--- config.mk ---
export PLATFORM = sky130hd
export DESIGN_NAME = slpw_ctrl
export DESIGN_NICKNAME = d
export VERILOG_FILES = /design/src/rtl/slpw_pkg.sv /design/src/rtl/slpw_arbiter.sv /design/src/rtl/slpw_event.sv /design/src/rtl/slpw_ctrl.sv
export SDC_FILE = /design/constraint.sdc
export NUM_CORES = 1
export LEC_CHECK = 0
export BUFFER_PORTS_ARGS = -buffer_cell sky130_fd_sc_hd__buf_2
export CAP_MARGIN = 30
export CORE_ASPECT_RATIO = 2
export CORE_UTILIZATION = 58
export CTS_CLUSTER_SIZE = 16
export DETAILED_ROUTE_END_ITERATION = 10
export PLACE_DENSITY = 0.87
export SYNTH_ARGS = -nofsm -noshare
export SYNTH_HDL_FRONTEND = slang
export SYNTH_SLANG_ARGS = --single-unit
--- constraint.sdc ---
create_clock -name clk -period 23.9 [get_ports clk]
set_input_delay 0 -clock clk [delete_from_list [all_inputs] [get_ports clk]]
set_output_delay 0 -clock clk [all_outputs]
set_load 0.01 [all_outputs]
--- src/rtl/slpw_pkg.sv ---
package slpw_pkg;

    typedef enum logic [2:0] {
        ST_RUN,
        ST_WFI,
        ST_SOE,
        ST_WFE,
        ST_WAKE,
        ST_DEFER
    } slp_state_e;

endpackage

--- src/rtl/slpw_arbiter.sv ---
module slpw_arbiter #(
    parameter int NUM_IRQ = 8,
    parameter int PRIO_W  = 3,
    parameter int IDX_W   = 3,
    parameter int EXEC_W  = 4
) (
    input  logic [NUM_IRQ-1:0]        pend,
    input  logic [NUM_IRQ-1:0]        en,
    input  logic [NUM_IRQ*PRIO_W-1:0] prio_flat,
    input  logic [EXEC_W-1:0]         eff_exec,
    output logic                      any_qual,
    output logic [IDX_W-1:0]          win_idx
);

    logic [PRIO_W-1:0]  prio_a [NUM_IRQ];
    logic [NUM_IRQ-1:0] qual;

    // Each interrupt is judged on its own against the effective priority.
    for (genvar g = 0; g < NUM_IRQ; g++) begin : g_qual
        assign prio_a[g] = prio_flat[g*PRIO_W +: PRIO_W];
        assign qual[g]   = pend[g] & en[g] & ({1'b0, prio_a[g]} < eff_exec);
    end

    assign any_qual = |qual;

    // Scan upward; strict compare keeps the lower index on ties.
    always_comb begin
        logic              found;
        logic [PRIO_W-1:0] best;
        found   = 1'b0;
        best    = '1;
        win_idx = '0;
        for (int i = 0; i < NUM_IRQ; i++) begin
            if (qual[i] && (!found || prio_a[i] < best)) begin
                found   = 1'b1;
                best    = prio_a[i];
                win_idx = IDX_W'(i);
            end
        end
    end

endmodule

--- src/rtl/slpw_event.sv ---
module slpw_event #(
    parameter int NUM_IRQ = 8
) (
    input  logic               clk,
    input  logic               rst_n,
    input  logic [NUM_IRQ-1:0] pend,
    input  logic               evt_on_new,
    input  logic               ext_event,
    input  logic               consume,
    output logic               ev_flag,
    output logic               ev_set
);

    logic [NUM_IRQ-1:0] pend_q;
    logic [NUM_IRQ-1:0] rise;

    assign rise   = pend & ~pend_q;
    assign ev_set = ext_event | (evt_on_new & (|rise));

    always_ff @(posedge clk) begin
        if (!rst_n) begin
            pend_q  <= '0;
            ev_flag <= 1'b0;
        end else begin
            pend_q <= pend;
            if (consume) begin
                ev_flag <= 1'b0;
            end else if (ev_set) begin
                ev_flag <= 1'b1;
            end
        end
    end

endmodule

--- src/rtl/slpw_ctrl.sv ---
module slpw_ctrl #(
    parameter int NUM_IRQ = 8,
    parameter int PRIO_W  = 3
) (
    input  logic                        clk,
    input  logic                        rst_n,
    input  logic                        irq_wait_req,
    input  logic                        evt_wait_req,
    input  logic                        exit_sleep_req,
    input  logic                        ext_event,
    input  logic [NUM_IRQ-1:0]          irq_pend,
    input  logic [NUM_IRQ-1:0]          irq_en,
    input  logic [NUM_IRQ*PRIO_W-1:0]   irq_prio,
    input  logic [PRIO_W:0]             exec_prio,
    input  logic                        hold_mask,
    input  logic                        boost_mask,
    input  logic                        evt_on_new,
    output logic                        sleeping,
    output logic                        wake_pulse,
    output logic                        entry_ok,
    output logic [$clog2(NUM_IRQ)-1:0]  entry_irq
);

    import slpw_pkg::*;

    localparam int IDX_W  = $clog2(NUM_IRQ);
    localparam int EXEC_W = PRIO_W + 1;

    slp_state_e        state_q, state_d;
    logic [EXEC_W-1:0] eff_exec;
    logic              any_qual;
    logic [IDX_W-1:0]  win_idx;
    logic              ev_flag, ev_set, consume;

    // Fault mask lifts the effective level above every configurable value.
    assign eff_exec = boost_mask ? '0 : exec_prio;

    slpw_arbiter #(
        .NUM_IRQ (NUM_IRQ),
        .PRIO_W  (PRIO_W),
        .IDX_W   (IDX_W),
        .EXEC_W  (EXEC_W)
    ) u_arb (
        .pend      (irq_pend),
        .en        (irq_en),
        .prio_flat (irq_prio),
        .eff_exec  (eff_exec),
        .any_qual  (any_qual),
        .win_idx   (win_idx)
    );

    slpw_event #(
        .NUM_IRQ (NUM_IRQ)
    ) u_evt (
        .clk        (clk),
        .rst_n      (rst_n),
        .pend       (irq_pend),
        .evt_on_new (evt_on_new),
        .ext_event  (ext_event),
        .consume    (consume),
        .ev_flag    (ev_flag),
        .ev_set     (ev_set)
    );

    always_ff @(posedge clk) begin
        if (!rst_n) begin
            state_q <= ST_RUN;
        end else begin
            state_q <= state_d;
        end
    end

    always_comb begin
        state_d = state_q;
        consume = 1'b0;
        unique case (state_q)
            ST_RUN: begin
                if (irq_wait_req) begin
                    state_d = ST_WFI;
                end else if (exit_sleep_req) begin
                    state_d = ST_SOE;
                end else if (evt_wait_req) begin
                    if (ev_flag) begin
                        consume = 1'b1;
                    end else begin
                        state_d = ST_WFE;
                    end
                end
            end
            ST_WFI, ST_SOE: begin
                if (any_qual) begin
                    state_d = ST_WAKE;
                end
            end
            ST_WFE: begin
                if (any_qual || ev_flag || ev_set) begin
                    state_d = ST_WAKE;
                    consume = 1'b1;
                end
            end
            ST_WAKE: begin
                state_d = (any_qual && hold_mask) ? ST_DEFER : ST_RUN;
            end
            ST_DEFER: begin
                if (!hold_mask || !any_qual) begin
                    state_d = ST_RUN;
                end
            end
            default: state_d = ST_RUN;
        endcase
    end

    always_comb begin
        sleeping   = 1'b0;
        wake_pulse = 1'b0;
        entry_ok   = 1'b0;
        entry_irq  = win_idx;
        unique case (state_q)
            ST_WFI, ST_SOE, ST_WFE: sleeping = 1'b1;
            ST_WAKE: begin
                sleeping   = 1'b1;
                wake_pulse = 1'b1;
            end
            ST_RUN, ST_DEFER: entry_ok = any_qual & ~hold_mask;
            default: ;
        endcase
    end

endmodule


Word level (Yosys, flattened, before mapping)
Cells that the tools add are included.
{ "totals": {"reg_bits": 12, "inputBits": 53, "output_inout_bits": 6, "wordCells": 126} }
{ "classes": {"n_lt_le_gt_ge": 15, "n_eq_ne": 10, "mux": 40, "n_bitwise": 23, "n_reduce_logical": 35} }
{ "op_table": {"columns": ["op", "count"], "rows": [
  ["3-bit two-way mux", 19],
  ["3-bit by 4-bit < comparator with 1-bit output", 8],
  ["3-bit < comparator", 7],
  ["1-bit bitwise AND", 18],
  ["1-bit two-way mux", 16],
  ["8-bit OR reduction", 2],
  ["3-bit one-hot mux with 5 select lines", 1],
  ["1-bit logical OR", 10],
  ["1-bit zero test", 9],
  ["8-bit bitwise AND", 1],
  ["1-bit logical AND", 8],
  ["4-bit != test, second input constant", 2],
  ["8-bit inverter", 1],
  ["3-bit by 2-bit == test with 1-bit output, second input constant", 2],
  ["3-bit == test, second input constant", 2],
  ["2-bit != test, second input constant", 3],
  ["2-bit OR reduction", 3],
  ["5-bit AND reduction", 1],
  ["2-bit two-way mux", 2],
  ["4-bit two-way mux", 1],
  ["4-bit OR reduction", 1],
  ["3-bit by 1-bit == test with 1-bit output, second input constant", 1],
  ["3-bit zero test", 1],
  ["1-bit inverter", 2],
  ["other kinds (2)", 2]
]} }

Longest topological paths before layout
Gate-level depths: netlist of the first run.
{ "depth": {"ltp_word": 32, "mapped_depth": 59, "ltp_nobuf": 59} }

By module
Synthesis of the first run repeated with hierarchy kept, for this count alone.
{ "hier_totals": {"cells_unflattened": 269, "hier_area_um2": 2043.2} }
{ "by_module_without_submodules": {"columns": ["module", "n_inst", "cells_each", "area_per_inst_um2", "seq_area_each_um2"], "rows": [
  ["slpw_arbiter", 1, 199, 1438.9, 0.0],
  ["slpw_event", 1, 34, 324.1, 180.2],
  ["slpw_ctrl", 1, 36, 280.3, 60.1]
]} }

Worst setup path after synthesis of the first run
Ideal clock, no wire load.
{ "synth_path": {"path_type": "input port to output port", "from": "input port boost_mask", "to": "output port entry_irq[2]", "t_arrival_ps": 9793, "t_required_ps": 23900, "slack_ps": 14107, "path_stages": 55, "path_cell_list": "nand2b_1 ha_1 o21ai_0 a211o_1 nand2_1 nor2_1 ha_1 a31o_2 o211ai_1 nand2_1 a21oi_1 inv_1 ha_1 nand2_1 a211o_1 nand3_2 or2_1 inv_1 [19 not listed] nand2_1 a31oi_1 o311ai_4 a22oi_2 mux2i_1 ha_1 a21oi_1 o21a_1 a31o_1 a41o_1 a31oi_4 mux2_4 ha_1 o21a_1 o22ai_1 or3_1 o2111ai_1 nand4_1"} }
{ "synth_between": {"elab_chain_len": 32, "word_cells_on_any_way": 63} }
{ "synth_rtl": {"columns": ["element", "line", "text"], "rows": [
  ["from (decl)", "slpw_ctrl.sv:16", "input logic boost_mask,"],
  ["4-bit two-way mux (*)", "slpw_ctrl.sv:36", "assign eff_exec = boost_mask ? '0 : exec_prio;"],
  ["3-bit by 4-bit < comparator with 1-bit output", "slpw_arbiter.sv:21", "assign qual[g] = pend[g] & en[g] & ({1'b0, prio_a[g]} < eff_exec);"],
  ["1-bit bitwise AND", "slpw_arbiter.sv:21", null],
  ["3-bit two-way mux / 1-bit two-way mux (equally long branches)", "slpw_arbiter.sv:34", "if (qual[i] && (!found || prio_a[i] < best)) begin"],
  ["3-bit < comparator / 1-bit zero test (equally long branches)", "slpw_arbiter.sv:34", null],
  ["1-bit logical OR", "slpw_arbiter.sv:34", null],
  ["1-bit logical AND", "slpw_arbiter.sv:34", null],
  ["3-bit two-way mux / 1-bit two-way mux (equally long branches)", "slpw_arbiter.sv:34", null],
  ["[16 not listed]", null, null],
  ["3-bit < comparator / 1-bit zero test (equally long branches)", "slpw_arbiter.sv:34", null],
  ["1-bit logical OR", "slpw_arbiter.sv:34", null],
  ["1-bit logical AND", "slpw_arbiter.sv:34", null],
  ["3-bit two-way mux / 1-bit two-way mux (equally long branches)", "slpw_arbiter.sv:34", null],
  ["3-bit < comparator / 1-bit zero test (equally long branches)", "slpw_arbiter.sv:34", null],
  ["1-bit logical OR", "slpw_arbiter.sv:34", null],
  ["1-bit logical AND", "slpw_arbiter.sv:34", null],
  ["3-bit two-way mux (*)", "slpw_arbiter.sv:34", null],
  ["to (decl)", "slpw_ctrl.sv:21", "output logic [$clog2(NUM_IRQ)-1:0] entry_irq"]
]} }
Mark *: on every way between the ends. The rest lies on a longest branch, timed or not.

Worst setup path after layout of the first run
Same ends and word-level chain as after synthesis.

==> results.yml, run 1 <==
status:
  outcome: "finished clean"
pwr:
  power.leakage_nw: 1.244
  peakVddDrop_uv: 26.34
  power_uw: 109.1
  power_density_nw_per_um2: 43.02
logic_synthesis:
  synth_edf_count: 0
  synth_compound_area_share_pct: 40.80
  synth_top_family_by_area: "compound AO/OA/AOI/OAI gates"
  syn-cell-area_um2: 2122
  synthFlopType: "dfxtp_1"
  synth_xor_xnor_area_share_pct: 0.8255
  synth_nets: 351
  ys_seq_elements: 12
  ys_warn_count: 0
  netlist_instances: 273
  synthMuxAreaShare_pct: 3.833
  yosysUniqueCellTypes: 71
  ys_seq_area_share_pct: 11.32
  synth_fa_ha_area_share_pct: 14.74
  synth-simple-area-share_pct: 23.64
  synthArstFlopShare_pct: 0
  syn_avg_cell_area_um2: 7.773
setup_path:
  startpoint_type: "input port"
  critPathRequiredTime_ps: 23900
  crit_arrival_ps: 11510
  end_kind: "output port"
  worstRegToRegCells: 7
  rr_startpoint: "u_evt.pend_q[7]$_SDFF_PN0_"
  cp_slowest_cell: "ha_1"
  crit_top_cell: "ha_1"
  slowest_delay_ps: 370
  critPathKind: "in2out"
  worstSetupEndpoint: "entry_irq[2]"
  r2r-end: "state_q[0]$_SDFFE_PN0P_"
  reg2reg_slack_ps: 21990
  path_max_fanout: 9
  critPathLaunch: "boost_mask"
placement:
  dp.cells: 376
  port_buffers: 58
  place.gp.congestion: 0.8876
  dp_hpwl_um: 4964
  placed_area_um2: 2460
finish:
  final_cells: 382
  nets: 413
  drive_gt1_share_pct: 26.65
  n_antenna_cell: 0
  fillers: 325
  layout_common_cells: "58 x buf_2, 25 x ha_1, 24 x inv_1, 20 x a21oi_1, 19 x nand2_1"
  final_cell_area_um2: 2535
  area_growth_pct: 19.46
  final_common_cell: "buf_2"
grt:
  grt_max_degree: 13
  grt_usage_pct: 31.94
  grt_overflow_total: 0
  grt_pass1_wl_um: 9646
  first_global_vias: 2221
  antenna_found_initial: 0
sta:
  period_share_pct: 48.17
  rsz0062_at_grt: "false"
  slew_headroom_pct: 55.80
  final_hold_viol_count: 0
  tightestPinTransition_ps: 661.7
  period_minus_slack_ps: 11510
  hold_ws_ps: 4.639
  skew_ps: 0.2133
  max_freq_mhz: 86.87
  drv_slew: 0
  setup_tns_ps: 0
  setup_viol: 0
drt:
  vias: 2343
  routedWlPerCell_um: 15.56
  antenna_left: 0
  route.detailed.drc: 0
  viasPerCell: 6.134
  first_iter_violations: 63
  drt-total-wl_um: 5945
  drtPass1Iterations: 4
die:
  num_rows: 30
  start_util_pct: 61.45
  coreArea_um2: 3453
  chipWidth_um: 44.77
  io_pins: 59
  die_h_um: 87.54
  fp.dieArea_um2: 3919
cts:
  cts_inserted_buffers: 3
  h-tree-depth: 1
  clock_path_buffers: 2
  clk_pin_slew_worst_paths_ps: 50
  cts_root_buf: "clkbuf_8"
  cts_tree: "done"
  clock_latency_ps: 230
  clock_sinks: 12
min_path:
  hold_path_class: "in2reg"
job:
  maxCapViolations: 0
-- registers in the layout, indices dropped and copies added, names as in the netlist --
signal and count:
u_evt.ev_flag 1, u_evt.pend_q 8, state_q 3
-- what timing repair did --
item	CTS	global route
resized for setup	0	0
hold buffers	2	0
endpoints found under the hold margin	2	0
setup buffers	0	0
-- stage by stage --
step           setup WS [ps]  util [%]
3_5_place_dp           12600     71.23
6_report               12390     73.41
2_1_floorplan          14110         -
5_1_grt                11540     73.41
4_1_cts                12550     73.41
3_3_place_gp           12850     71.23
-- power breakdown --
| group | leakage (nW) | internal, mW | switching (mW) |
|---|---|---|---|
| registers | 0.0998 | 0.0219 | 0.00223 |
| clock network | 0.0288 | 0.0145 | 0.00684 |
| logic | 1.12 | 0.0286 | 0.0350 |
-- worst max-delay path, delay by kind of cell --
family          cells  cell delay (ps)
buf+inv             6              560
simple gates       14             2310
compound gates     26             5130
fa+ha+maj           8             2290
mux                 4             1200
-- cells in the mapped netlist (2+ instances only) --
| master | n | area (µm²) |
|---|---|---|
| ha_1 | 25 | 312.8 |
| inv_1 | 24 | 90.09 |
| a21oi_1 | 20 | 100.1 |
| nand2_1 | 19 | 71.32 |
| nor2_1 | 15 | 56.30 |
| dfxtp_1 | 12 | 240.2 |
| nand2b_1 | 12 | 75.07 |
| and2_1 | 11 | 68.82 |
| o21a_1 | 11 | 82.58 |
| o21ai_0 | 9 | 45.04 |
| nor2b_1 | 8 | 50.05 |
| o22ai_1 | 7 | 43.79 |
| a21o_1 | 6 | 45.04 |
| o211ai_1 | 6 | 45.04 |
| mux2i_1 | 4 | 40.04 |
| nand4_1 | 4 | 25.02 |
| nor3_1 | 4 | 20.02 |
| o211a_1 | 4 | 40.04 |
| a211o_1 | 3 | 26.28 |
| a21oi_2 | 3 | 26.28 |
| nand3_1 | 3 | 15.01 |
| or3_1 | 3 | 18.77 |
| a211oi_1 | 2 | 15.01 |
| a31o_2 | 2 | 17.52 |
| clkbuf_1 | 2 | 7.510 |
| mux2_4 | 2 | 30.03 |
| nor4_1 | 2 | 12.51 |
| o211a_4 | 2 | 35.03 |
| o21ai_1 | 2 | 10.01 |
| o21ai_2 | 2 | 17.52 |
| o21ba_2 | 2 | 20.02 |
| o31ai_1 | 2 | 15.01 |
| or2_2 | 2 | 12.51 |
-- logic make-up after synthesis --
logic type,count (synthesis)
adder cells (fa/ha/maj),25
AO/OA/AOI/OAI,108
AND/OR/NAND/NOR,92
multiplexers,7
XOR/XNOR,2
buffers and inverters,27
flip-flops,12
-- area by class of cell --
class                      instances  area [µm²]  area share [%]
sequential                        12       240.2           9.477
clock buffer                       4       55.05           2.172
multi-input combinational        234        1779           70.19
timing repair buffer              60       310.3           12.24
tap                               48       60.06           2.369
inverter                          24       90.09           3.554
-- layer usage --
layer	GRT usage, %	vias up	share of wire [%]
li1	-	1163	-
met1	31.71	1094	38
met2	64.17	71	57
met3	2.680	15	3.6
met4	11.29	0	2.0
met5	0	-	0
-- worst min-delay path by stage --
| stage | from | end | slack, ps | cells past startpoint |
|---|---|---|---|---|
| CTS | irq_pend[3] | u_evt.pend_q[3]$_SDFF_PN0_ | 2 | 2 |
| floorplan | hold_mask | entry_ok | 50 | 1 |
| finish | irq_pend[0] | u_evt.pend_q[0]$_SDFF_PN0_ | 5 | 2 |
| global route | irq_pend[2] | u_evt.pend_q[2]$_SDFF_PN0_ | 20 | 2 |
| detailed placement | evt_wait_req | u_evt.ev_flag$_SDFFE_PP0P_ | 220 | 2 |
| global placement | evt_wait_req | u_evt.ev_flag$_SDFFE_PP0P_ | 220 | 2 |
Note: power is estimated with default switching activity, not from simulation.
==> run 2, diff against run 1 <==
Settings changed: CORE_UTILIZATION 58 to 54, PLACE_DENSITY 0.87 to 0.82.
Clock period 23.9 ns to 11.7 ns, I/O delays scaled along.
==> run 2 against run 1 <==
Non-clock buffer count is 4 higher. Die area is 7.1% higher. Hold slack improved by 5.2 ps. Largest power group unchanged. Setup slack got worse by 12000 ps. Via count is 2.1% lower. Clock-buffer cell count stayed put. Clock skew rose by 4.5 ps. Critical path depth is the same. Highest routed layer unchanged. Combinational power up 110%. Register-to-register slack lost 12000 ps.
==> results.yml, run 2 (synthesis gave the netlist of run 1 again) <==
grt:
  grt_usage_pct: 29.64
  grt_max_degree: 13
  first_global_vias: 2250
  grt_overflow_total: 0
  grt_pass1_wl_um: 9522
  antenna_found_initial: 0
drt:
  top_layer: "met4"
  antenna_left: 0
  wl_met2_um: 3443
  first_iter_violations: 43
  drtPass1Iterations: 4
  viasPerCell: 5.928
  vias: 2294
  routedWlPerCell_um: 15.46
  route.detailed.drc: 0
  met3_length_um: 195
  drt-total-wl_um: 5983
  wl_met1_um: 2178
cts:
  h-tree-depth: 1
  clock_latency_ps: 250
  cts_inserted_buffers: 3
  cts_tree: "done"
  clock_sinks: 12
  clk_pin_slew_worst_paths_ps: 50
  cts_root_buf: "clkbuf_8"
  clock_path_buffers: 2
finish:
  regArea_um2: 240.2
  multi_input_area_um2: 1804
  fillers: 288
  drive_gt1_share_pct: 29.29
  nets: 417
  n_antenna_cell: 0
  final_cell_area_um2: 2594
  area_growth_pct: 22.23
  layout_common_cells: "58 x buf_2, 25 x ha_1, 24 x inv_1, 20 x a21oi_1, 18 x nand2_1"
  reg_top3: "u_evt.pend_q (8), state_q (3), u_evt.ev_flag (1)"
  final_common_cell: "buf_2"
  largest_reg_flops: 8
  final_util_pct: 70.39
  max_flop_register: "u_evt.pend_q"
die:
  num_rows: 31
  chipWidth_um: 46.33
  die_h_um: 90.65
  io_pins: 59
  start_util_pct: 57.59
  fp.dieArea_um2: 4199
  coreArea_um2: 3685
sta:
  period_share_pct: 94.13
  final_hold_viol_count: 0
  drv_slew: 0
  setup_tns_ps: 0
  max_freq_mhz: 90.80
  skew_ps: 4.746
  slew_headroom_pct: 67.00
  hold_ws_ps: 9.838
  tightestPinTransition_ps: 495.0
  setup_viol: 0
  period_minus_slack_ps: 11010
pwr:
  p_clk_share_pct: 20.0
  power_uw: 226.6
  peakVddDrop_uv: 57.84
  power_density_nw_per_um2: 87.37
  power.leakage_nw: 1.262
  power.internal_uw: 135.2
  switching_share_pct: 40.32
  switching_power_uw: 91.38
  p_comb_share_pct: 58.4
  p_seq_share_pct: 21.6
setup_path:
  path_delay_family: "compound AO/OA/AOI/OAI gates"
  critPathBufInv: 6
  cp_slowest_cell: "a2111oi_2"
  slowest_delay_ps: 380
  startpoint_type: "input port"
  critPathKind: "in2out"
  path_max_fanout: 9
  crit_arrival_ps: 11010
  crit_top_cell: "ha_1"
  critPathRequiredTime_ps: 11700
  end_kind: "output port"
placement:
  port_buffers: 58
  placed_area_um2: 2469
  dp_hpwl_um: 5014
  place.gp.congestion: 0.8948
status:
  outcome: "finished clean"
min_path:
  hold_path_class: "in2reg"
job:
  maxCapViolations: 0
==> run 2: path summary, 6_finish.rpt <==
check                             start                          to  slack (ps)  cells after the start
max                          boost_mask                entry_irq[0]         690                     58
max reg2reg  u_evt.pend_q[6]$_SDFF_PN0_     state_q[1]$_SDFFE_PN0P_        9850                      7
min reg2reg  u_evt.ev_flag$_SDFFE_PP0P_  u_evt.ev_flag$_SDFFE_PP0P_         480                      1
min                         irq_pend[2]  u_evt.pend_q[2]$_SDFF_PN0_          10                      2
==> run 2: repair_timing <==
item,in CTS,in global routing
setup endpoints to repair,0,3
resized for setup,0,8
setup buffers,0,2
hold buffers,3,0
endpoints found under the hold margin,3,0
==> run 2: metal layers <==
layer,global-route usage (%),vias up
met5,0,-
met4,10.05,0
met3,3.600,15
met2,58.22,68
met1,27.51,1049
li1,-,1162
==> run 2: area by class of cell <==
| type | count | area share, % |
|---|---|---|
| repair buffers | 64 | 13.22 |
| well taps | 49 | 2.364 |
| clock buffers | 4 | 2.123 |
| multi-input cells | 234 | 69.56 |
| flip-flops and latches | 12 | 9.262 |
| inverters | 24 | 3.473 |
==> run 2: through the flow <==
stage | worst slack [ps] | cells
finish | 686.6 | 387
CTS | 428.2 | 385
floorplan | 1907 | 273
global placement | 700.0 | 378
detailed placement | 468.8 | 378
global route | -21.83 | 387
==> run 2: power groups by stage <==
stage | sequential, mW | combinational, mW | clock (mW)
after floorplan | 0.0477 | 0.0919 | 0
after global placement | 0.0496 | 0.124 | 0
after detailed placement | 0.0497 | 0.127 | 0
after CTS | 0.0489 | 0.128 | 0.0463
after global routing | 0.0495 | 0.146 | 0.0477
final | 0.0490 | 0.132 | 0.0454
==> run 3, diff against run 2 <==
Settings changed: CELL_PAD_IN_SITES_DETAIL_PLACEMENT set to 1, CELL_PAD_IN_SITES_GLOBAL_PLACEMENT set to 1, CORE_UTILIZATION 54 to 38, PLACE_DENSITY 0.82 to unset, PLACE_DENSITY_LB_ADDON set to 0.1, REMOVE_ABC_BUFFERS set to 1.
==> run 3 against run 2 <==
Via count grew 3.7%. Critical endpoint is now entry_irq[2]. First-iteration DRC count is 47% lower. Routed wire length increased by 16%. Largest power group unchanged.
==> results.yml, run 3 (synthesis gave the netlist of run 1 again) <==
status:
  outcome: "finished clean"
sta:
  slew_headroom_pct: 63.42
  setup_ws_ps: 673.3
  skew_ps: 2.334
  rsz0062_at_grt: "false"
  setup_viol: 0
  period_share_pct: 94.25
  setup_tns_ps: 0
  max_freq_mhz: 90.69
  drv_slew: 0
  final_hold_viol_count: 0
  period_minus_slack_ps: 11030
  tightestPinTransition_ps: 543.0
job:
  maxCapViolations: 0
drt:
  route.detailed.drc: 0
  antenna_left: 0
  drtPass1Iterations: 4
  viasPerCell: 5.933
  drt-total-wl_um: 6950
  vias: 2379
  first_iter_violations: 23
  routedWlPerCell_um: 17.33
die:
  fp.dieArea_um2: 5905
  num_rows: 38
  io_pins: 59
  start_util_pct: 39.15
  chipWidth_um: 54.84
  coreArea_um2: 5420
  die_h_um: 107.7
placement:
  dp_hpwl_um: 5999
  port_buffers: 58
  place.gp.congestion: 0.7985
  dp.cells: 391
  post-place-ws_ps: 239.5
  placed_area_um2: 2497
cts:
  clock_latency_ps: 230
  clk_pin_slew_worst_paths_ps: 50
  clock_path_buffers: 2
  cts_root_buf: "clkbuf_8"
  cts_tree: "done"
  cts_inserted_buffers: 3
  clock_sinks: 12
  h-tree-depth: 1
grt:
  first_global_vias: 2451
  grt_max_degree: 13
  met1_usage_pct: 20.48
  grt_use_met3_pct: 1.836
  grt_overflow_total: 0
  grt_usage_pct: 24.41
  met2_usage_pct: 51.72
  grt_pass1_wl_um: 10700
  antenna_found_initial: 0
  grt_busiest_layer: "met2"
pwr:
  power_uw: 233.1
  power_density_nw_per_um2: 88.10
  peakVddDrop_uv: 65.75
  power.leakage_nw: 1.278
setup_path:
  r2r-end: "state_q[1]$_SDFFE_PN0P_"
  critPathRequiredTime_ps: 11700
  worstSetupEndpoint: "entry_irq[2]"
  slowest_delay_ps: 390
  crit_top_cell: "ha_1"
  critPathKind: "in2out"
  end_kind: "output port"
  rr_startpoint: "u_evt.pend_q[7]$_SDFF_PN0_"
  startpoint_type: "input port"
  worstRegToRegCells: 7
  path_max_fanout: 9
  cp_slowest_cell: "a22oi_2"
  reg2reg_slack_ps: 9800
  crit_arrival_ps: 11030
  critPathLaunch: "boost_mask"
finish:
  multi_input_area_um2: 1826
  drive_gt1_share_pct: 31.38
  reg_top3: "u_evt.pend_q (8), state_q (3), u_evt.ev_flag (1)"
  regArea_um2: 240.2
  nets: 420
  fillers: 722
  layout_common_cells: "58 x buf_2, 24 x inv_1, 24 x ha_1, 20 x a21oi_1, 18 x nand2_1"
  final_cells: 401
  final_cell_area_um2: 2646
  max_flop_register: "u_evt.pend_q"
  largest_reg_flops: 8
  n_antenna_cell: 0
  area_growth_pct: 24.71
  final_common_cell: "buf_2"
min_path:
  hold_path_class: "in2reg"
  whs_path_depth: 2
## run 3: layout make-up
class / count / share of cell area, %
Tap cell: 60 / 2.837
Multi-Input combinational cell: 234 / 68.98
Timing Repair Buffer: 67 / 13.62
Clock buffer: 4 / 2.080
Sequential cell: 12 / 9.078
Inverter: 24 / 3.404
## run 3: metal layers
layer	vias to the layer above	share of wire, %
met5	-	0
met4	0	2.8
met3	14	2.8
met2	49	61
met1	1146	33
li1	1170	-
## run 3: worst min path at each step
| stage | startpoint | end | slack [ps] |
|---|---|---|---|
| 3_3_place_gp | evt_wait_req | u_evt.ev_flag$_SDFFE_PP0P_ | 220 |
| 3_5_place_dp | evt_wait_req | u_evt.ev_flag$_SDFFE_PP0P_ | 230 |
| 5_1_grt | irq_pend[2] | u_evt.pend_q[2]$_SDFF_PN0_ | 10 |
| 2_1_floorplan | hold_mask | entry_ok | 50 |
| 4_1_cts | irq_pend[0] | u_evt.pend_q[0]$_SDFF_PN0_ | 2 |
| 6_report | irq_pend[0] | u_evt.pend_q[0]$_SDFF_PN0_ | 0.9 |
## run 3: stage by stage
step,hold slack (ps),utilization (%)
global route,10.30,48.82
floorplan,52.86,-
global placement,222.2,46.08
detailed placement,231.9,46.08
finish,0.9401,48.82
CTS,1.958,47.28
## run 3: timing repair
| item | 4_1_cts | 5_1_grt |
|---|---|---|
| endpoints found under the setup margin | 0 | 3 |
| hold endpoints to repair | 1 | 0 |
| hold buffers | 1 | 0 |
| buffers inserted | 0 | 5 |
| gates resized for setup | 0 | 12 |
## run 3: critical path, delay by kind of cell
| kind | cells | cell delay (ps) |
|---|---|---|
| multiplexers | 4 | 1160 |
| adder cells (fa/ha/maj) | 8 | 2190 |
| buffers and inverters | 6 | 580 |
| AND/OR/NAND/NOR | 14 | 2090 |
| AO/OA/AOI/OAI | 25 | 4960 |
## run 3: report_power, final
| group | leakage (nW) | internal, mW | switching (mW) |
|---|---|---|---|
| Clock | 0.0288 | 0.0297 | 0.0143 |
| Sequential | 0.0998 | 0.0447 | 0.00414 |
| Combinational | 1.15 | 0.0646 | 0.0758 |
